==> src/rtl/adcscan_pkg.sv <==
package adcscan_pkg;

    localparam int NUM_CH     = 8;
    localparam int CH_W       = $clog2(NUM_CH);
    localparam int CODE_W     = 10;
    localparam int SLOT_LEN   = 16;
    localparam int IDX_W      = $clog2(SLOT_LEN);
    localparam int LEAD_ZEROS = 4;
    localparam int CTRL_W     = 8;
    localparam int ADDR_LSB   = 3;

    typedef logic [CH_W-1:0]   chan_t;
    typedef logic [CODE_W-1:0] code_t;
    typedef logic [NUM_CH-1:0] mask_t;
    typedef logic [CTRL_W-1:0] ctrl_t;

    typedef enum logic [1:0] {
        ST_IDLE,
        ST_RUN,
        ST_HOLD
    } seq_state_e;

    typedef struct packed {
        chan_t chan;
        code_t data;
    } result_t;

    typedef struct packed {
        logic  wrap;
        chan_t chan;
    } pick_t;

    // Lowest-numbered enabled input (0 when none).
    function automatic chan_t lowest_enabled(input mask_t m);
        chan_t r;
        r = '0;
        for (int i = NUM_CH - 1; i >= 0; i--) begin
            if (m[i]) r = chan_t'(i);
        end
        return r;
    endfunction

    // Next enabled input above cur, wrapping; wrap flags passing the top.
    function automatic pick_t next_enabled(input mask_t m, input chan_t cur);
        pick_t p;
        logic  found;
        int    idx;
        p.wrap = 1'b1;
        p.chan = cur;
        found  = 1'b0;
        for (int i = 1; i < NUM_CH; i++) begin
            idx = int'(cur) + i;
            if (!found && m[idx % NUM_CH]) begin
                found  = 1'b1;
                p.chan = chan_t'(idx % NUM_CH);
                p.wrap = (idx >= NUM_CH);
            end
        end
        return p;
    endfunction

    // Command word: input number in its field, zeros elsewhere.
    function automatic ctrl_t command_word(input chan_t a);
        return ctrl_t'(a) << ADDR_LSB;
    endfunction

endpackage

==> src/rtl/adcscan_sclk_gen.sv <==
module adcscan_sclk_gen #(
    parameter int HALF_DIV = 2
) (
    input  logic clk,
    input  logic rst,
    input  logic run,
    output logic sclk,
    output logic fall_now,
    output logic rise_now
);
    localparam int CNT_W = (HALF_DIV > 1) ? $clog2(HALF_DIV) : 1;

    logic [CNT_W-1:0] cnt;
    logic             sclk_q;
    logic             tick;

    assign tick     = run && (cnt == CNT_W'(HALF_DIV - 1));
    assign fall_now = tick && sclk_q;
    assign rise_now = tick && !sclk_q;
    assign sclk     = sclk_q;

    always_ff @(posedge clk) begin
        if (rst || !run) begin
            cnt    <= '0;
            sclk_q <= 1'b1;
        end else if (tick) begin
            cnt    <= '0;
            sclk_q <= ~sclk_q;
        end else begin
            cnt <= cnt + 1'b1;
        end
    end

endmodule

==> src/rtl/adcscan_chan_track.sv <==
module adcscan_chan_track
    import adcscan_pkg::*;
(
    input  logic  clk,
    input  logic  rst,
    input  logic  active,
    input  logic  load,
    input  mask_t mask_in,
    input  logic  cont_in,
    input  logic  slot_end,
    input  logic  frame_end,
    output chan_t cur_addr,
    output chan_t prev_chan,
    output logic  dummy_slot
);
    mask_t mask_q;
    logic  cont_q;
    pick_t pick;
    chan_t first_ch;

    always_comb begin
        pick     = next_enabled(mask_q, cur_addr);
        first_ch = lowest_enabled(mask_q);
    end

    always_ff @(posedge clk) begin
        if (rst) begin
            mask_q     <= '0;
            cont_q     <= 1'b0;
            cur_addr   <= '0;
            prev_chan  <= '0;
            dummy_slot <= 1'b0;
        end else if (load) begin
            mask_q     <= mask_in;
            cont_q     <= cont_in;
            cur_addr   <= lowest_enabled(mask_in);
            dummy_slot <= 1'b0;
        end else if (slot_end) begin
            prev_chan <= cur_addr;
            if (!frame_end) begin
                if (!cont_q && pick.wrap) begin
                    cur_addr   <= first_ch;
                    dummy_slot <= 1'b1;
                end else begin
                    cur_addr <= pick.chan;
                end
            end
        end
    end

    // the requested input is always one the captured mask enables
    assert_addr_enabled_R7: assert property (@(posedge clk) disable iff (rst)
        active |-> mask_q[cur_addr]);

    // the trailing slot exists only in single-scan frames
    assert_dummy_single_R8: assert property (@(posedge clk) disable iff (rst)
        dummy_slot |-> !cont_q);

endmodule

==> src/rtl/adcscan_serdes.sv <==
module adcscan_serdes
    import adcscan_pkg::*;
(
    input  logic             clk,
    input  logic             rst,
    input  logic             fall_now,
    input  logic             rise_now,
    input  logic [IDX_W-1:0] rise_idx,
    input  chan_t            addr,
    input  logic             miso,
    output logic             mosi,
    output code_t            code
);
    localparam int SEL_W = $clog2(CTRL_W);

    ctrl_t            cmd;
    logic [SEL_W-1:0] sel;
    logic             in_cmd;
    logic             in_data;

    always_comb begin
        cmd     = command_word(addr);
        sel     = SEL_W'(CTRL_W - 1) - rise_idx[SEL_W-1:0];
        in_cmd  = rise_idx < IDX_W'(CTRL_W);
        in_data = (rise_idx >= IDX_W'(LEAD_ZEROS)) &&
                  (rise_idx <  IDX_W'(LEAD_ZEROS + CODE_W));
    end

    always_ff @(posedge clk) begin
        if (rst) begin
            mosi <= 1'b0;
            code <= '0;
        end else begin
            if (fall_now) mosi <= in_cmd ? cmd[sel] : 1'b0;
            if (rise_now && in_data) code <= {code[CODE_W-2:0], miso};
        end
    end

endmodule

==> src/rtl/adcscan_host.sv <==
module adcscan_host
    import adcscan_pkg::*;
#(
    parameter int HALF_DIV = 2
) (
    input  logic             clk,
    input  logic             rst,
    input  logic             start,
    input  logic             stop,
    input  logic [7:0]       chan_mask,
    input  logic             cont_mode,
    input  logic             spi_miso,
    output logic             spi_sclk,
    output logic             spi_cs_n,
    output logic             spi_mosi,
    output logic             busy,
    output logic             res_valid,
    output logic [2:0]       res_chan,
    output logic [9:0]       res_data
);
    localparam int HOLD_W = (HALF_DIV > 1) ? $clog2(HALF_DIV) : 1;

    seq_state_e       state;
    logic [IDX_W-1:0] rise_idx;
    logic [HOLD_W-1:0] hold_cnt;
    logic             stop_req;
    logic             cs_n_q;
    logic             valid_q;
    result_t          res_q;

    logic  fall_now, rise_now, run;
    logic  start_ok, slot_end, frame_end;
    chan_t cur_addr, prev_chan;
    logic  dummy_slot;
    code_t code;

    assign run       = (state == ST_RUN);
    assign start_ok  = (state == ST_IDLE) && start && (|chan_mask);
    assign slot_end  = run && rise_now && (rise_idx == IDX_W'(SLOT_LEN - 1));
    assign frame_end = dummy_slot || stop_req || stop;

    adcscan_sclk_gen #(.HALF_DIV(HALF_DIV)) u_sclk (
        .clk      (clk),
        .rst      (rst),
        .run      (run),
        .sclk     (spi_sclk),
        .fall_now (fall_now),
        .rise_now (rise_now)
    );

    adcscan_chan_track u_track (
        .clk        (clk),
        .rst        (rst),
        .active     (busy),
        .load       (start_ok),
        .mask_in    (chan_mask),
        .cont_in    (cont_mode),
        .slot_end   (slot_end),
        .frame_end  (frame_end),
        .cur_addr   (cur_addr),
        .prev_chan  (prev_chan),
        .dummy_slot (dummy_slot)
    );

    adcscan_serdes u_serdes (
        .clk      (clk),
        .rst      (rst),
        .fall_now (fall_now),
        .rise_now (rise_now),
        .rise_idx (rise_idx),
        .addr     (cur_addr),
        .miso     (spi_miso),
        .mosi     (spi_mosi),
        .code     (code)
    );

    always_ff @(posedge clk) begin
        if (rst) begin
            state    <= ST_IDLE;
            rise_idx <= '0;
            hold_cnt <= '0;
            stop_req <= 1'b0;
            cs_n_q   <= 1'b1;
            valid_q  <= 1'b0;
            res_q    <= '0;
        end else begin
            valid_q <= 1'b0;
            unique case (state)
                ST_IDLE: begin
                    stop_req <= 1'b0;
                    if (start_ok) begin
                        cs_n_q   <= 1'b0;
                        rise_idx <= '0;
                        state    <= ST_RUN;
                    end
                end
                ST_RUN: begin
                    if (stop) stop_req <= 1'b1;
                    if (rise_now) begin
                        if (slot_end) begin
                            rise_idx   <= '0;
                            valid_q    <= 1'b1;
                            res_q.chan <= prev_chan;
                            res_q.data <= code;
                            if (frame_end) begin
                                hold_cnt <= '0;
                                state    <= ST_HOLD;
                            end
                        end else begin
                            rise_idx <= rise_idx + 1'b1;
                        end
                    end
                end
                ST_HOLD: begin
                    if (hold_cnt == HOLD_W'(HALF_DIV - 1)) begin
                        cs_n_q <= 1'b1;
                        state  <= ST_IDLE;
                    end else begin
                        hold_cnt <= hold_cnt + 1'b1;
                    end
                end
                default: state <= ST_IDLE;
            endcase
        end
    end

    assign spi_cs_n  = cs_n_q;
    assign busy      = (state != ST_IDLE);
    assign res_valid = valid_q;
    assign res_chan  = res_q.chan;
    assign res_data  = res_q.data;

    // serial clock parks high outside a frame
    assert_sclk_idle_R2: assert property (@(posedge clk) disable iff (rst)
        spi_cs_n |-> spi_sclk);

    // select moves only while the serial clock is high
    assert_cs_edge_R2: assert property (@(posedge clk) disable iff (rst)
        !$stable(spi_cs_n) |-> (spi_sclk && $past(spi_sclk)));

    // a frame closes only on a slot boundary
    assert_frame_whole_R3: assert property (@(posedge clk) disable iff (rst)
        $rose(spi_cs_n) |-> (rise_idx == '0));

    // command line changes only with a falling serial clock
    assert_mosi_on_fall_R4: assert property (@(posedge clk) disable iff (rst)
        !$stable(spi_mosi) |-> $fell(spi_sclk));

    // one strobe per slot, never two in a row
    assert_result_pulse_R5: assert property (@(posedge clk) disable iff (rst)
        res_valid |=> !res_valid);

    // an empty mask never opens a frame
    assert_empty_start_R10: assert property (@(posedge clk) disable iff (rst)
        (!busy && start && (chan_mask == '0)) |=> !busy);

endmodule

==> config.mk <==
export PLATFORM = sky130hd
export DESIGN_NAME = adcscan_host
export DESIGN_NICKNAME = d
export VERILOG_FILES = /design/src/rtl/adcscan_pkg.sv /design/src/rtl/adcscan_sclk_gen.sv /design/src/rtl/adcscan_chan_track.sv /design/src/rtl/adcscan_serdes.sv /design/src/rtl/adcscan_host.sv
export SDC_FILE = /design/constraint.sdc
export NUM_CORES = 1
export LEC_CHECK = 0
export ABC_AREA = 1
export CAP_MARGIN = 30
export CELL_PAD_IN_SITES_DETAIL_PLACEMENT = 0
export CELL_PAD_IN_SITES_GLOBAL_PLACEMENT = 1
export CORE_ASPECT_RATIO = 0.5
export CORE_MARGIN = 1.5
export CORE_UTILIZATION = 43
export DETAILED_ROUTE_END_ITERATION = 7
export HOLD_SLACK_MARGIN = 0.1
export PLACE_DENSITY = 0.91
export SLEW_MARGIN = 20
export SYNTH_ARGS = -nofsm -noshare
export SYNTH_HDL_FRONTEND = slang
export SYNTH_HIERARCHICAL = 1
export SYNTH_SLANG_ARGS = --single-unit
==> constraint.sdc <==
create_clock -name clk -period 3.9 [get_ports clk]
set_input_delay 0.78 -clock clk [delete_from_list [all_inputs] [get_ports clk]]
set_output_delay 0.78 -clock clk [all_outputs]
set_load 0.03 [all_outputs]
Word-level counts from Yosys, hierarchy flattened
Cells that the tools add are included.
{ "classes": {"n_addsub": 11, "magnitude_cmp": 18, "eq_ne": 10, "n_mux": 78, "bitwise": 12, "reduce_logical": 55} }
{ "ops": {"columns": ["operator", "count"], "rows": [
  ["$ge A32 B5 Y1 const B", 7],
  ["$mux W3", 20],
  ["$mux W4", 10],
  ["$lt A4 B5 Y1 const B", 7],
  ["$mux W1", 30],
  ["$bmux W1 S3", 8],
  ["$reduce_or A3 Y1", 8],
  ["$add A3 B3 Y4 const B", 4],
  ["$logic_and A1 B1 Y1", 16],
  ["$reduce_and A3 Y1", 5],
  ["$mux W2", 5],
  ["$ne A2 B2 Y1 const B", 5],
  ["$reduce_bool A2 Y1", 5],
  ["$logic_not A1 Y1", 9],
  ["$reduce_bool A9 Y1", 1],
  ["$add A3 B2 Y4 const B", 2],
  ["$lt A4 B4 Y1 const B", 2],
  ["$pmux W4 S2", 1],
  ["$reduce_or A8 Y1", 1],
  ["$and A1 B1 Y1 const A", 7],
  ["$pmux W1 S2", 3],
  ["$pmux W2 S3", 1],
  ["$not A1 Y1", 5],
  ["$reduce_and A5 Y1", 1],
  ["15 further kinds", 21]
]} }
{ "totals": {"register_bits": 52, "input_bits": 14, "elab_cells": 201} }

Depth between registers and ports, before layout
{ "depth": {"word_depth": 30, "depth_mapped": 20, "depth_no_buf": 19} }

Cells and area by module
Netlist, hierarchy kept.
{ "by_module_without_submodules": {"columns": ["module", "n_inst", "cells_per_inst", "area_each_um2"], "rows": [
  ["adcscan_chan_track", 1, 280, 1620.3],
  ["adcscan_host", 1, 132, 988.4],
  ["adcscan_serdes", 1, 59, 444.2],
  ["adcscan_sclk_gen", 1, 13, 85.1]
]} }

Worst setup path after synthesis
OpenSTA, ideal clock, no wires.
{ "synth_path": {"kind": "register -> register", "startpoint": "reg u_track.cur_addr[0]", "endpoint": "reg u_track.cur_addr[1]", "arrival_time_ns": 2.338, "setup_slack_ns": 1.450, "stages_incl_launch_ff": 20, "n_path_buf": 1, "synth_period_minus_slack_ns": 2.450, "cell_sequence": "dfxtp_1 -> inv_2 -> buf_6 -> ha_1 -> inv_2 -> nand3_1 -> nand3_1 -> nand2_4 -> nor2_8 -> inv_2 -> nand2_1 -> nand2_1 -> nor2_1 -> nand2_1 -> nor2_2 -> nand3_1 -> o21ai_1 -> nand3_1 -> nor2_1 -> nor2_1"} }
{ "synth_between": {"elab_chain_len": 28, "word_cells_on_any_way": 67, "classes_between": "add/sub (7); order compare (7); mux (38); reduce/logical (15)"} }
{ "synth_lines": {"columns": ["element", "line", "source"], "rows": [
  ["from (decl)", "adcscan_chan_track.sv:12", "output chan_t cur_addr,"],
  ["from (signal assigned)", "adcscan_chan_track.sv:36", "cur_addr <= lowest_enabled(mask_in);"],
  ["from (signal assigned)", "adcscan_chan_track.sv:42", "cur_addr <= first_ch;"],
  ["from (signal assigned)", "adcscan_chan_track.sv:45", "cur_addr <= pick.chan;"],
  ["$add A3 B1 Y4", "adcscan_pkg.sv:52", "idx = int'(cur) + i;"],
  ["$bmux W1 S3", "adcscan_pkg.sv:53", "if (!found && m[idx % NUM_CH]) begin"],
  ["$mux W1 (not written as such) (2 in series)", "adcscan_pkg.sv:53", null],
  ["$mux W1", "adcscan_pkg.sv:53", null],
  ["$logic_not A1 Y1", "adcscan_pkg.sv:53", null],
  ["$logic_and A1 B1 Y1", "adcscan_pkg.sv:53", null],
  ["$mux W1", "adcscan_pkg.sv:53", null],
  ["$logic_not A1 Y1", "adcscan_pkg.sv:53", null],
  ["[... 11 more ...]", null, null],
  ["$logic_not A1 Y1", "adcscan_pkg.sv:53", null],
  ["$logic_and A1 B1 Y1", "adcscan_pkg.sv:53", null],
  ["$mux W4", "adcscan_pkg.sv:53", null],
  ["$logic_and A1 B1 Y1", "adcscan_chan_track.sv:41", "if (!cont_q && pick.wrap) begin"],
  ["$mux W3", "adcscan_chan_track.sv:41", null],
  ["$mux W3", "adcscan_chan_track.sv:40", "if (!frame_end) begin"],
  ["$mux W3", "adcscan_chan_track.sv:38", "end else if (slot_end) begin"],
  ["$mux W3", "adcscan_chan_track.sv:33", "end else if (load) begin"]
]} }
Parallel ways exist; a longest one is shown, timed or not. The select of a mux whose other input is x is not followed.
A chain may end at the register's enable or synchronous reset.

Worst setup path in the final report
{ "layout_path": {"startpoint": "in start", "endpoint": "reg u_track.cur_addr[2]"} }
{ "layout_between": {"elab_chain_len": 4, "word_cells_on_any_way": 7, "classes_between": "eq/ne (1); mux (1); reduce/logical (5)"} }
{ "layout_lines": {"columns": ["element", "line", "source"], "rows": [
  ["from (decl)", "adcscan_host.sv:8", "input logic start,"],
  ["$logic_and A1 B1 Y1 * (2 in series)", "adcscan_host.sv:38", "assign start_ok = (state == ST_IDLE) && start && (|chan_mask);"],
  ["net start_ok", "adcscan_host.sv:32", "logic start_ok, slot_end, frame_end;"],
  ["$reduce_bool A9 Y1 (no line) (tied with other cells)", null, null],
  ["$reduce_and A3 Y1 (no line)", null, null]
]} }
Mark *: on every way through the listed nets, which the timed path passes. The rest lies on a longest branch.

==> flow_summary_export.csv <==
group,metric,value,unit
grt,grt_max_degree,19,
synth,yosysTopAreaCellShare,33.2,%
synth,yosys-top-cells-area,"dfxtp_1 (33%), nand2_1 (11%), nor2_1 (11%)",
grt,grt_use_total,21.6,%
timing,min_period_over_period,74.2,%
place,gp_congestion,0.892,
critical_path,max_stage_delay,450,ps
layout,drive_above_1_share,9.13,%
critical_path,cp_cell_sequence,"clkdlybuf4s50_1 > inv_1 > nor2_1 > o21ai_2 > inv_1 > clkinv_1 > nor2_1 > nand3_1 > a31oi_1 > nor2_1 > nand2_1 > nand2_1 > inv_1",
synth,syn-cell-area,0.00314,sq mm
die,core,0.00686,sq mm
critical_path,crit_fanout,18,
detailed_routing,drt-initial-drc-count,214,
synth,synth_most_common_cell,"nand2_1",
timing,finalSetupViolations,0,
pwr,max-vdd-ir-drop,0.298,mV
clock_network,postCtsSetupRepairBufs,0,
critical_path,cp_slowest_cell,"clkdlybuf4s50_1",
clock_network,cts_resized,0,
synth,netlist_top_cells_count,"nand2_1 (94), nor2_1 (92), nand3_1 (57)",
grt,antenna_found_initial,0,
layout,n_antenna_cell,0,
die,floorplan.rows,21,
timing,fin_worst_skew,10.1,ps
clock_network,clkSinkCount,52,
layout,finalNetCount,536,
pwr,p_per_area,710,mW/mm^2
die,initial_utilization,45.8,%
timing,hold_viol_final,0,
critical_path,start_kind,"input pin",
clock_network,cts_root_buf,"clkbuf_16",
clock_network,hold_buffers,0,
timing,fmax,345,MHz
die,die_area,0.00785,sq mm
clock_network,cts_buffers,5,
detailed_routing,first_pass_iters,4,
layout,fillers,706,
synth,synth_top_flop_cell,"dfxtp_1",
detailed_routing,drt-total-wl,7630,microns
synth,synth_nets,506,
detailed_routing,ant_nets,0,
run_status,status,"finished clean",
timing,rsz0062_at_grt,"false",
die,io_pins,32,
synth,yosysUniqueCellTypes,36,
timing,hold_slack,475,ps
timing,setup_tns,0,ps
synth,yosys.area.top_type,"dfxtp_1",
detailed_routing,drc_errors,0,
layout,area.growth.synth_to_final,16.2,%
die,die_w,124,microns
detailed_routing,routed-via-count,3031,
synth,yosys_register_bits,52,
critical_path,crit_family,"buffers and inverters",
clock_network,cts_tree,"built",
detailed_routing,drt-vias-per-instance,4.99,
die,die_height,63.4,microns
grt,grt_first_pass_wirelength,13200,microns
synth,synth_edf_count,0,
synth,synthArstFlopShare,0,%
grt,grt_overflow_total,0,
critical_path,worst_ep_arrival_time,3140,ps
detailed_routing,wl_per_cell,12.6,microns
place,dp_hpwl,5730,microns
timing,finalMaxSlewViolations,0,
clock_network,h-tree-depth,2,
clock_network,cts_buffer_depth,2,
critical_path,cp.required,4140,ps
timing,fin_crit,2900,ps
timing,tightest_slew,604,ps
critical_path,crit_buf_inv,5,
grt,grt_pass1_vias,2793,
timing,maxSlewHeadroom,59.6,%
synth,netlist_instances,484,
clock_network,clk_pin_slew,70,ps
pwr,power_leakage,1.63,nW
critical_path,endpoint_kind,"flop",
synth,yosysSeqAreaShare,33.2,%
synth,yosysWarnings,6,
min_path,holdCritPathClass,"reg -> reg",
clock_network,clk_latency,300,ps
synth,synth.avg_cell_area,6.48,sq um
critical_path,worstSetupPathType,"in -> reg",
place,io_buffers,31,
job,drv_cap,0,
[worst min-delay path: stages, from the launching register on]
cell	delay [ps]
dfxtp_1	310
nand2_1	60
a21oi_1	50
[metrics by stage]
stage               area (sq um)  utilization, %  cells  worst slack [ps]  total power [mW]
detailed placement          3500            51.0    599               702              2.14
finish                      3650            53.2    607              1000              2.59
global route                3650            53.2    607               739              2.85
CTS                         3650            53.2    607               976              2.60
global placement            3500            51.0    599               821              2.15
floorplan                   3140               -    484              1450              1.79
[power by group]
| group | total [mW] | internal [mW] | switching, mW |
|---|---|---|---|
| combinational | 1.56 | 0.500 | 1.06 |
| sequential | 0.580 | 0.557 | 0.0229 |
| clock | 0.447 | 0.243 | 0.204 |
| total | 2.59 | 1.30 | 1.29 |
[state kept, by name, summed over array words and instances, names as in the netlist, 2 cells and up]
| signal | count |
|---|---|
| u_track/mask_q | 8 |
| state | 2 |
| u_track/prev_chan | 3 |
| u_track/cur_addr | 3 |
| res_chan | 3 |
| u_serdes/code | 10 |
| res_data | 10 |
| rise_idx | 4 |
[metal layers]
layer  wire length (microns)  vias to the layer above  GRT usage, %
li1                        -                     1639             -
met1                    3880                     1342          29.2
met2                    3360                       45          35.4
met3                     334                        5          4.80
met4                      58                        0          4.45
met5                       0                        -             0
[final cells by class]
class	instances	area (sq um)	share of cell area, %
well taps	92	115	3.16
inverters	53	204	5.59
flip-flops and latches	52	1040	28.5
repair buffers	35	340	9.33
multi-input cells	367	1800	49.2
clock inverters	3	26.3	0.720
clock buffers	5	125	3.43
[layout by cell type, fill, tap and decap left out, drive strengths merged]
master and count:
dfxtp 52, a21oi 27, o31ai 2, ha 8
buf 4, and3b 1, o21ai 45, nor3 7
nand4 8, clkinv 3, a21boi 1, clkdlybuf4s50 31
nor2 98, xor2 1, nand3 61, a41oi 1
a31oi 1, inv 53, nand2 104, clkbuf 5
o21a 2
[final timing paths]
kind	cells after the start	end	start	slack [ps]
setup / recovery	13	u_track/cur_addr[2]	start	1000
hold / removal	2	hold_cnt	hold_cnt	470
setup reg to reg	18	u_track/cur_addr[1]	u_track/cur_addr[1]	1180
hold reg to reg	2	hold_cnt	hold_cnt	470
[cells by family after synthesis]
kind of cell	after synthesis	synth area share [%]
simple gates	279	40.1
xor+xnor	1	0.518
compound gates	79	13.4
flops	52	33.2
fa+ha+maj	8	3.19
buf+inv	65	9.61
Note: power is estimated with default switching activity, not from simulation.
